[src/rtl/tbt_pkg.sv]
// Shared field positions and types for the time-base interval timer.
// Assumes a single 8-bit control register with fixed bit positions.
package tbt_pkg;
    localparam int REG_W    = 8;
    localparam int SEL_W    = 2;
    localparam int NUM_TAPS = 4;
    localparam int F_SEL_LO = 0;
    localparam int F_EN     = 2;
    localparam int F_FLAG   = 3;
    localparam int F_CLR    = 4;
    typedef logic [SEL_W-1:0] sel_t;
endpackage

[src/rtl/tbt_counter.sv]
// Free-running up-counter. It advances on each tick and is zeroed by a
// restart pulse, which takes priority over the tick.
// Assumes tick and restart are synchronous single-cycle qualifiers.
module tbt_counter #(
    parameter int CNT_W = 20
) (
    input  logic             clk,
    input  logic             rst_n,
    input  logic             tick,
    input  logic             restart,
    output logic [CNT_W-1:0] cnt
);
    // Counter register: restart beats tick, otherwise count or hold.
    always_ff @(posedge clk) begin
        if (!rst_n)       cnt <= '0;
        else if (restart) cnt <= '0;
        else if (tick)    cnt <= cnt + 1'b1;
    end


    cnt_step_chk: assert property (@(posedge clk) disable iff (!rst_n)
        (tick && !restart) |=> (cnt == $past(cnt) + 1'b1));

    cnt_hold_chk: assert property (@(posedge clk) disable iff (!rst_n)
        (!tick && !restart) |=> $stable(cnt));

    cnt_restart_chk: assert property (@(posedge clk) disable iff (!rst_n)
        restart |=> (cnt == '0));
endmodule

[src/rtl/tbt_tap_detect.sv]
// Detects a carry out of the selected counter bit. The carry occurs when
// the tick lands while bits [tap:0] are all ones. The result is a
// single-cycle set pulse, suppressed while the counter is being restarted.
// Assumes each TAPn is below CNT_W.
module tbt_tap_detect
    import tbt_pkg::*;
#(
    parameter int CNT_W = 20,
    parameter int TAP0  = 12,
    parameter int TAP1  = 14,
    parameter int TAP2  = 16,
    parameter int TAP3  = 19
) (
    input  logic             clk,
    input  logic             rst_n,
    input  sel_t             sel,
    input  logic [CNT_W-1:0] cnt,
    input  logic             tick,
    input  logic             restart,
    output logic             set_pulse
);
    logic [CNT_W-1:0] tap_mask [NUM_TAPS];
    logic [CNT_W-1:0] mask_sel;

    // Build one low-bit mask per tap position.
    for (genvar i = 0; i < NUM_TAPS; i++) begin : g_mask
        localparam int TP = (i == 0) ? TAP0 : (i == 1) ? TAP1 :
                            (i == 2) ? TAP2 : TAP3;
        assign tap_mask[i] = CNT_W'((64'd1 << (TP + 1)) - 64'd1);
    end

    // Pick the mask chosen by the interval field and test for a carry.
    always_comb begin
        mask_sel  = tap_mask[sel];
        set_pulse = tick && !restart && ((cnt & mask_sel) == mask_sel);
    end


    carry_clears_low_chk: assert property (@(posedge clk) disable iff (!rst_n)
        set_pulse |=> ((cnt & $past(mask_sel)) == '0));
endmodule

[src/rtl/tbt_ctrl_regs.sv]
// Control register holding the interval select, the enable and the sticky
// flag. It also decodes the counter restart strobe and forms the read word.
// Assumes every write presents all fields.
module tbt_ctrl_regs
    import tbt_pkg::*;
(
    input  logic             clk,
    input  logic             rst_n,
    input  logic             wr,
    input  logic [REG_W-1:0] wdata,
    input  logic             set_pulse,
    output sel_t             sel,
    output logic             en,
    output logic             flag,
    output logic             restart,
    output logic [REG_W-1:0] rdata
);
    logic clr_req;
    logic [REG_W-1:0] unused_wdata;

    assign unused_wdata = wdata;
    assign clr_req      = wr && !wdata[F_FLAG];
    assign restart      = wr && wdata[F_CLR];

    // Interval select and enable load on any write.
    always_ff @(posedge clk) begin
        if (!rst_n) begin
            sel <= '0;
            en  <= 1'b0;
        end else if (wr) begin
            sel <= wdata[F_SEL_LO +: SEL_W];
            en  <= wdata[F_EN];
        end
    end

    // Sticky flag: a hardware set beats a software clear.
    always_ff @(posedge clk) begin
        if (!rst_n)         flag <= 1'b0;
        else if (set_pulse) flag <= 1'b1;
        else if (clr_req)   flag <= 1'b0;
    end

    // Read word: restart bit reads 1, upper bits 0.
    always_comb begin
        rdata                      = '0;
        rdata[F_SEL_LO +: SEL_W]   = sel;
        rdata[F_EN]                = en;
        rdata[F_FLAG]              = flag;
        rdata[F_CLR]               = 1'b1;
    end


    flag_set_chk: assert property (@(posedge clk) disable iff (!rst_n)
        set_pulse |=> flag);

    flag_clear_chk: assert property (@(posedge clk) disable iff (!rst_n)
        (clr_req && !set_pulse) |=> !flag);

    flag_keep_chk: assert property (@(posedge clk) disable iff (!rst_n)
        (wr && wdata[F_FLAG] && !set_pulse) |=> (flag == $past(flag)));

    sel_load_chk: assert property (@(posedge clk) disable iff (!rst_n)
        wr |=> (sel == $past(wdata[F_SEL_LO +: SEL_W]) && en == $past(wdata[F_EN])));
endmodule

[src/rtl/tbt_interval_timer.sv]
// Top of the time-base interval timer: counter, tap carry detector and
// control register, with a level interrupt from flag and enable.
// Assumes all inputs are synchronous to clk.
module tbt_interval_timer
    import tbt_pkg::*;
#(
    parameter int CNT_W = 20,
    parameter int TAP0  = 12,
    parameter int TAP1  = 14,
    parameter int TAP2  = 16,
    parameter int TAP3  = 19
) (
    input  logic       clk,
    input  logic       rst_n,
    input  logic       cnt_tick,
    input  logic       reg_wr,
    input  logic [7:0] reg_wdata,
    output logic [7:0] reg_rdata,
    output logic       irq_req
);
    logic [CNT_W-1:0] cnt;
    sel_t             sel;
    logic             en;
    logic             flag;
    logic             restart;
    logic             set_pulse;

    tbt_counter #(.CNT_W(CNT_W)) u_cnt (
        .clk(clk), .rst_n(rst_n), .tick(cnt_tick),
        .restart(restart), .cnt(cnt)
    );

    tbt_tap_detect #(
        .CNT_W(CNT_W), .TAP0(TAP0), .TAP1(TAP1), .TAP2(TAP2), .TAP3(TAP3)
    ) u_tap (
        .clk(clk), .rst_n(rst_n), .sel(sel), .cnt(cnt),
        .tick(cnt_tick), .restart(restart), .set_pulse(set_pulse)
    );

    tbt_ctrl_regs u_regs (
        .clk(clk), .rst_n(rst_n), .wr(reg_wr), .wdata(reg_wdata),
        .set_pulse(set_pulse), .sel(sel), .en(en), .flag(flag),
        .restart(restart), .rdata(reg_rdata)
    );

    // Level request while a pending flag is enabled.
    assign irq_req = flag && en;


    enable_pending_chk: assert property (@(posedge clk) disable iff (!rst_n)
        (reg_wr && reg_wdata[F_EN] && !en && flag) |=> irq_req);

    restart_no_set_chk: assert property (@(posedge clk) disable iff (!rst_n)
        (reg_wr && reg_wdata[F_CLR] && reg_wdata[F_FLAG] && !flag) |=> !reg_rdata[F_FLAG]);
endmodule

[config.mk]
export PLATFORM = sky130hd
export DESIGN_NAME = tbt_interval_timer
export DESIGN_NICKNAME = d
export VERILOG_FILES = /design/src/rtl/tbt_pkg.sv /design/src/rtl/tbt_counter.sv /design/src/rtl/tbt_tap_detect.sv /design/src/rtl/tbt_ctrl_regs.sv /design/src/rtl/tbt_interval_timer.sv
export SDC_FILE = /design/constraint.sdc
export NUM_CORES = 1
export LEC_CHECK = 0
export BUFFER_PORTS_ARGS = -buffer_cell sky130_fd_sc_hd__buf_4
export CAP_MARGIN = 20
export CORE_MARGIN = 3
export CORE_UTILIZATION = 53
export CTS_CLUSTER_DIAMETER = 150
export DETAILED_ROUTE_END_ITERATION = 16
export MAX_ROUTING_LAYER = met4
export PLACE_DENSITY = 0.82
export SKIP_CTS_REPAIR_TIMING = 1
export SLEW_MARGIN = 20
export SYNTH_ARGS = -nofsm -noshare
export SYNTH_HDL_FRONTEND = slang
export SYNTH_SLANG_ARGS = --single-unit
[constraint.sdc]
create_clock -name clk -period 1.83 [get_ports clk]
set_input_delay 0.0915 -clock clk [delete_from_list [all_inputs] [get_ports clk]]
set_output_delay 0.0915 -clock clk [all_outputs]
set_load 0.01 [all_outputs]
# ---- Word level (Yosys, flattened, before mapping)
# Index checks and enable logic that the tools add are counted.
dict set report totals {
  word_cells 24
  ff_bits 24
  in_bits 12
}
dict set report op_classes {
  n_mux 5
  magnitude_cmp 1
  bitwise 3
  eq_ne 1
  reduce_logical 9
  addsub 1
}
# operator n
set op_table {}
lappend op_table {{$bmux W20 S2} 1}
lappend op_table {{$mux W20} 2}
lappend op_table {{$add A20 B1 Y20 const B} 1}
lappend op_table {{$and A20 B20 Y20} 1}
lappend op_table {{$eq A20 B20 Y1} 1}
lappend op_table {{$logic_and A1 B1 Y1} 5}
lappend op_table {{$ge A3 B3 Y1 const B} 1}
lappend op_table {{$not A2 Y3} 1}
lappend op_table {{$logic_not A1 Y1} 2}
lappend op_table {{$mux W1} 2}
lappend op_table {{$reduce_bool A2 Y1} 1}
lappend op_table {{$reduce_or A2 Y1} 1}
lappend op_table {{$not A1 Y1} 1}

# ---- Depth between registers and ports, before layout
dict set report logic_depth {
  depth_word 8
  mapped_depth 5
}

# ---- Hierarchy
# A second synthesis with hierarchy kept.
dict set report unflattened {
  hier_cells 145
  area_unflattened_um2 1265.0
}
# module seq_area_each_um2 instances area_each_um2 cells_per_inst
set modules_own_cells {}
lappend modules_own_cells {tbt_counter 400.4 1 943.4 110}
lappend modules_own_cells {tbt_ctrl_regs 80.1 1 225.2 24}
lappend modules_own_cells {tbt_tap_detect 0.0 1 90.1 10}
lappend modules_own_cells {tbt_interval_timer 0.0 1 6.3 1}

# ---- Worst setup path before layout
# Ideal clock, no wire load.
dict set report synth_path {
  path_kind {flip-flop to flip-flop}
  start {reg u_cnt.cnt[0]}
  end {reg u_cnt.cnt[16]}
  setup_slack_ps 344
  arrival_time_ps 1367
  path_buffers 0
  synth_period_minus_slack_ps 1486
  t_required_ps 1711
  stages_incl_launch_ff 6
  setup_time_ps 119
  cell_sequence {dfxtp_1 ha_1 nand4_4 nor4b_4 nand4_1 mux2i_1}
}
dict set report synth_via {
  elab_chain_len 1
}
# item line_no
set synth_rtl {}
lappend synth_rtl {{from (decl)} tbt_counter.sv:11} ;# output logic [CNT_W-1:0] cnt
lappend synth_rtl {{from (signal assigned)} tbt_counter.sv:17} ;# else if (tick) cnt <= cnt + 1'b1;
lappend synth_rtl {{$add A20 B1 Y20} tbt_counter.sv:17}
# No other way between the ends.
# A chain may end at the register's enable or synchronous reset.

# ---- Worst setup path after layout
dict set report layout_path {
  start {reg u_cnt.cnt[1]}
  end {reg u_cnt.cnt[16]}
}
# The elaborated chain is that of the path after synthesis.

==> results.sh <==
export IMPL_path_clk_slew_ns=0.13
export IMPL_relSlewSlack_pct=59.30
export IMPL_setup_violations=0
export IMPL_dpl_hpwl_microns=1559
export IMPL_finalCritPeriodShare_pct=89.78
export IMPL_reg2reg_from="u_cnt.cnt[1]$_SDFFE_PP0P_"
export IMPL_design_area_sq_um=1320
export IMPL_grt_pass1_vias=861
export IMPL_h_tree_depth=1
export IMPL_root_buffer="clkbuf_4"
export IMPL_met2_usage_pct=32.85
export IMPL_drt_iter0_drc=10
export IMPL_syn_inst=127
export IMPL_r2r_end="u_cnt.cnt[16]$_SDFFE_PP0P_"
export IMPL_portBuffers=13
export IMPL_status="completed"
export IMPL_reg2reg_slack_ns=0.19
export IMPL_skew_ns=0.002273
export IMPL_ir_drop_uv=600.6
export IMPL_drv_slew=0
export IMPL_ys_warn_count=0
export IMPL_placed_cell_area_sq_um=1264
export IMPL_grt_remaining_overflow=0
export IMPL_cp_start_kind="register"
export IMPL_ys_ff_latch=24
export IMPL_synth_top_area_share_pct=41.07
export IMPL_crit_family="simple AND/OR/NAND/NOR gates"
export IMPL_cts_tree="done"
export IMPL_cp_depth=5
export IMPL_antenna_found_initial=0
export IMPL_area_growth_pct=12.83
export IMPL_place_inst=162
export IMPL_clock_fmax_mhz=608.6
export IMPL_grt_pass1_wl_microns=3657
export IMPL_cellLeakagePower_nw=0.5417
export IMPL_crit_buf_inv=0
export IMPL_crit_chain="ha_1 > nand4_4 > nor4b_4 > nand4_1 > mux2i_1"
export IMPL_synth_ff_type="dfxtp_1"
export IMPL_grtUsageMet1_pct=19.10
export IMPL_synthTopCellsByCount="dfxtp_1, nor2_1, nand2_1, xor2_1, a21oi_1"
export IMPL_worstPathArrival_ns=1.86
export IMPL_tns_ns=0
export IMPL_final_hold_viol_count=0
export IMPL_via_per_inst=5.411
export IMPL_slowest_delay_ns=0.42
export IMPL_core_area_sq_um=2022
export IMPL_nNetsFinal=155
export IMPL_clkSinkCount=24
export IMPL_ios=21
export IMPL_slowest_stage="dfxtp_1"
export IMPL_antenna_cells=0
export IMPL_path_max_fanout=8
export IMPL_startpoint="u_cnt.cnt[1]$_SDFFE_PP0P_"
export IMPL_top_usage_layer="met2"
export IMPL_cp_end_kind="register"
export IMPL_synthesis_area_sq_um=1170
export IMPL_numCtsBuffers=3
export IMPL_crit_end="u_cnt.cnt[16]$_SDFFE_PP0P_"
export IMPL_initial_core_util_pct=57.86
export IMPL_synth_seq_area_share_pct=41.07
export IMPL_synth_area_leader_cell="dfxtp_1"
export IMPL_die_area_sq_um=2807
export IMPL_p_per_area_nw_per_um2=668.2
export IMPL_first_pass_iters=4
export IMPL_dr_total_vias=909
export IMPL_whs_path_depth=3
export IMPL_drc_errors=0
export IMPL_rows=16
export IMPL_worstSetupPathType="reg -> reg"
export IMPL_grt_max_degree=19
export IMPL_fp_dieW_microns=52.98
export IMPL_grt_use_total_pct=18.67
export IMPL_die_h_microns=52.98
export IMPL_syn_area_per_cell_sq_um=9.212
export IMPL_final_cells=168
export IMPL_fin_total_pwr_mw=0.8820
export IMPL_fin_crit_ns=1.643
export IMPL_post_synth_top_count_cell="dfxtp_1"
export IMPL_tightest_slew_ns=0.6090
export IMPL_yosysUniqueCellTypes=34
export IMPL_wl_per_cell_microns=12.96
export IMPL_clock_latency_ns=0.32
export IMPL_drive_gt1_share_pct=18.44
export IMPL_synth_edf_count=0
export IMPL_synth_area_top_cells="dfxtp_1, xor2_1, mux2i_1, buf_4, nor2_1"
export IMPL_holdCritPathClass="in -> reg"
export IMPL_grt_util_met3_pct=5.915
export IMPL_synthArstFlopShare_pct=0
export IMPL_rsz0062_at_grt="false"
export IMPL_maxCapViolations=0
export IMPL_routed_wl_microns=2178
export IMPL_ant_nets=0
export IMPL_cp_required_ns=2.05
export IMPL_gp_congestion=0.7503
export IMPL_r2r_cells=5
export IMPL_cts_buffer_depth=2
==> worst min path at each step <==
stage | start | end | slack [ns]
floorplan | rst_n | u_regs.en$_SDFFE_PN0P_ | 0.22
global placement | reg_wdata[3] | u_regs.flag$_SDFFE_PN0P_ | 0.32
detailed placement | reg_wdata[3] | u_regs.flag$_SDFFE_PN0P_ | 0.33
CTS | reg_wdata[3] | u_regs.flag$_SDFFE_PN0P_ | -0.02
global route | reg_wdata[1] | u_regs.sel[1]$_SDFFE_PN0P_ | 0.01
finish | reg_wdata[2] | u_regs.en$_SDFFE_PN0P_ | 0.03
==> layout make-up <==
cell class / count / area [sq um]
sequential: 24 / 480.5
timing repair buffer: 16 / 125.1
clock buffer: 4 / 36.28
fill: 175 / 701.9
inverter: 2 / 7.507
multi-input combinational: 95 / 636.9
tap: 27 / 33.78
==> power by group <==
group	internal, mW	switching, mW
logic	0.0330	0.0344
clock network	0.122	0.158
registers	0.529	0.00541
total	0.684	0.198
==> flip-flops by register name, summed over array words and instances, names as in the netlist <==
name / flops
u_cnt.cnt: 20
u_regs.sel: 2
u_regs.en: 1
u_regs.flag: 1
==> per-layer routing <==
layer | share of wire (%) | wire [microns] | vias up
li1 | - | - | 464
met2 | 52 | 1143 | 15
met1 | 43 | 927 | 426
met4 | 1.6 | 34 | 0
met3 | 3.4 | 73 | 4
met5 | 0 | 0 | -
==> worst reg2reg max path: stages (launching register included) <==
cell and delay (ns):
dfxtp_1 0.42, ha_1 0.24, nand4_4 0.18, nor4b_4 0.40
nand4_1 0.16, mux2i_1 0.14
==> cell usage in the layout (no fill, tap or decap), drive strengths merged, types with 2 or more instances in the layout <==
cell type and count:
nand2b 2, inv 2, nor2 12, nand4 8
buf 14, nor2b 3, a21oi 7, and2 2
nand2 10, or3 4, nor3 2, xor2 8
mux2i 6, o21ai 4, conb 4, and4 3
dlygate4sd3 2, and3 3, xnor2 3, clkbuf 4
dfxtp 24, nand3 6
==> per-stage QoR <==
step | setup WS (ns) | hold WS (ns) | utilization [%]
finish | 0.1869 | 0.03206 | 65.28
global route | 0.09756 | 0.01347 | 65.28
CTS | 0.1940 | -0.01514 | 64.29
detailed placement | 0.1998 | 0.3278 | 62.50
global placement | 0.2598 | 0.3179 | 62.50
floorplan | 0.3436 | 0.2197 | -
==> logic make-up after synthesis <==
| logic type | share of synthesized area, % |
|---|---|
| mux | 5.134 |
| other cells | 0.6420 |
| buf+inv | 5.134 |
| compound gates | 7.594 |
| xor+xnor | 8.236 |
| flops | 41.07 |
| fa+ha+maj | 1.069 |
| simple gates | 31.13 |
No activity file was read; power rests on OpenSTA's default activity.
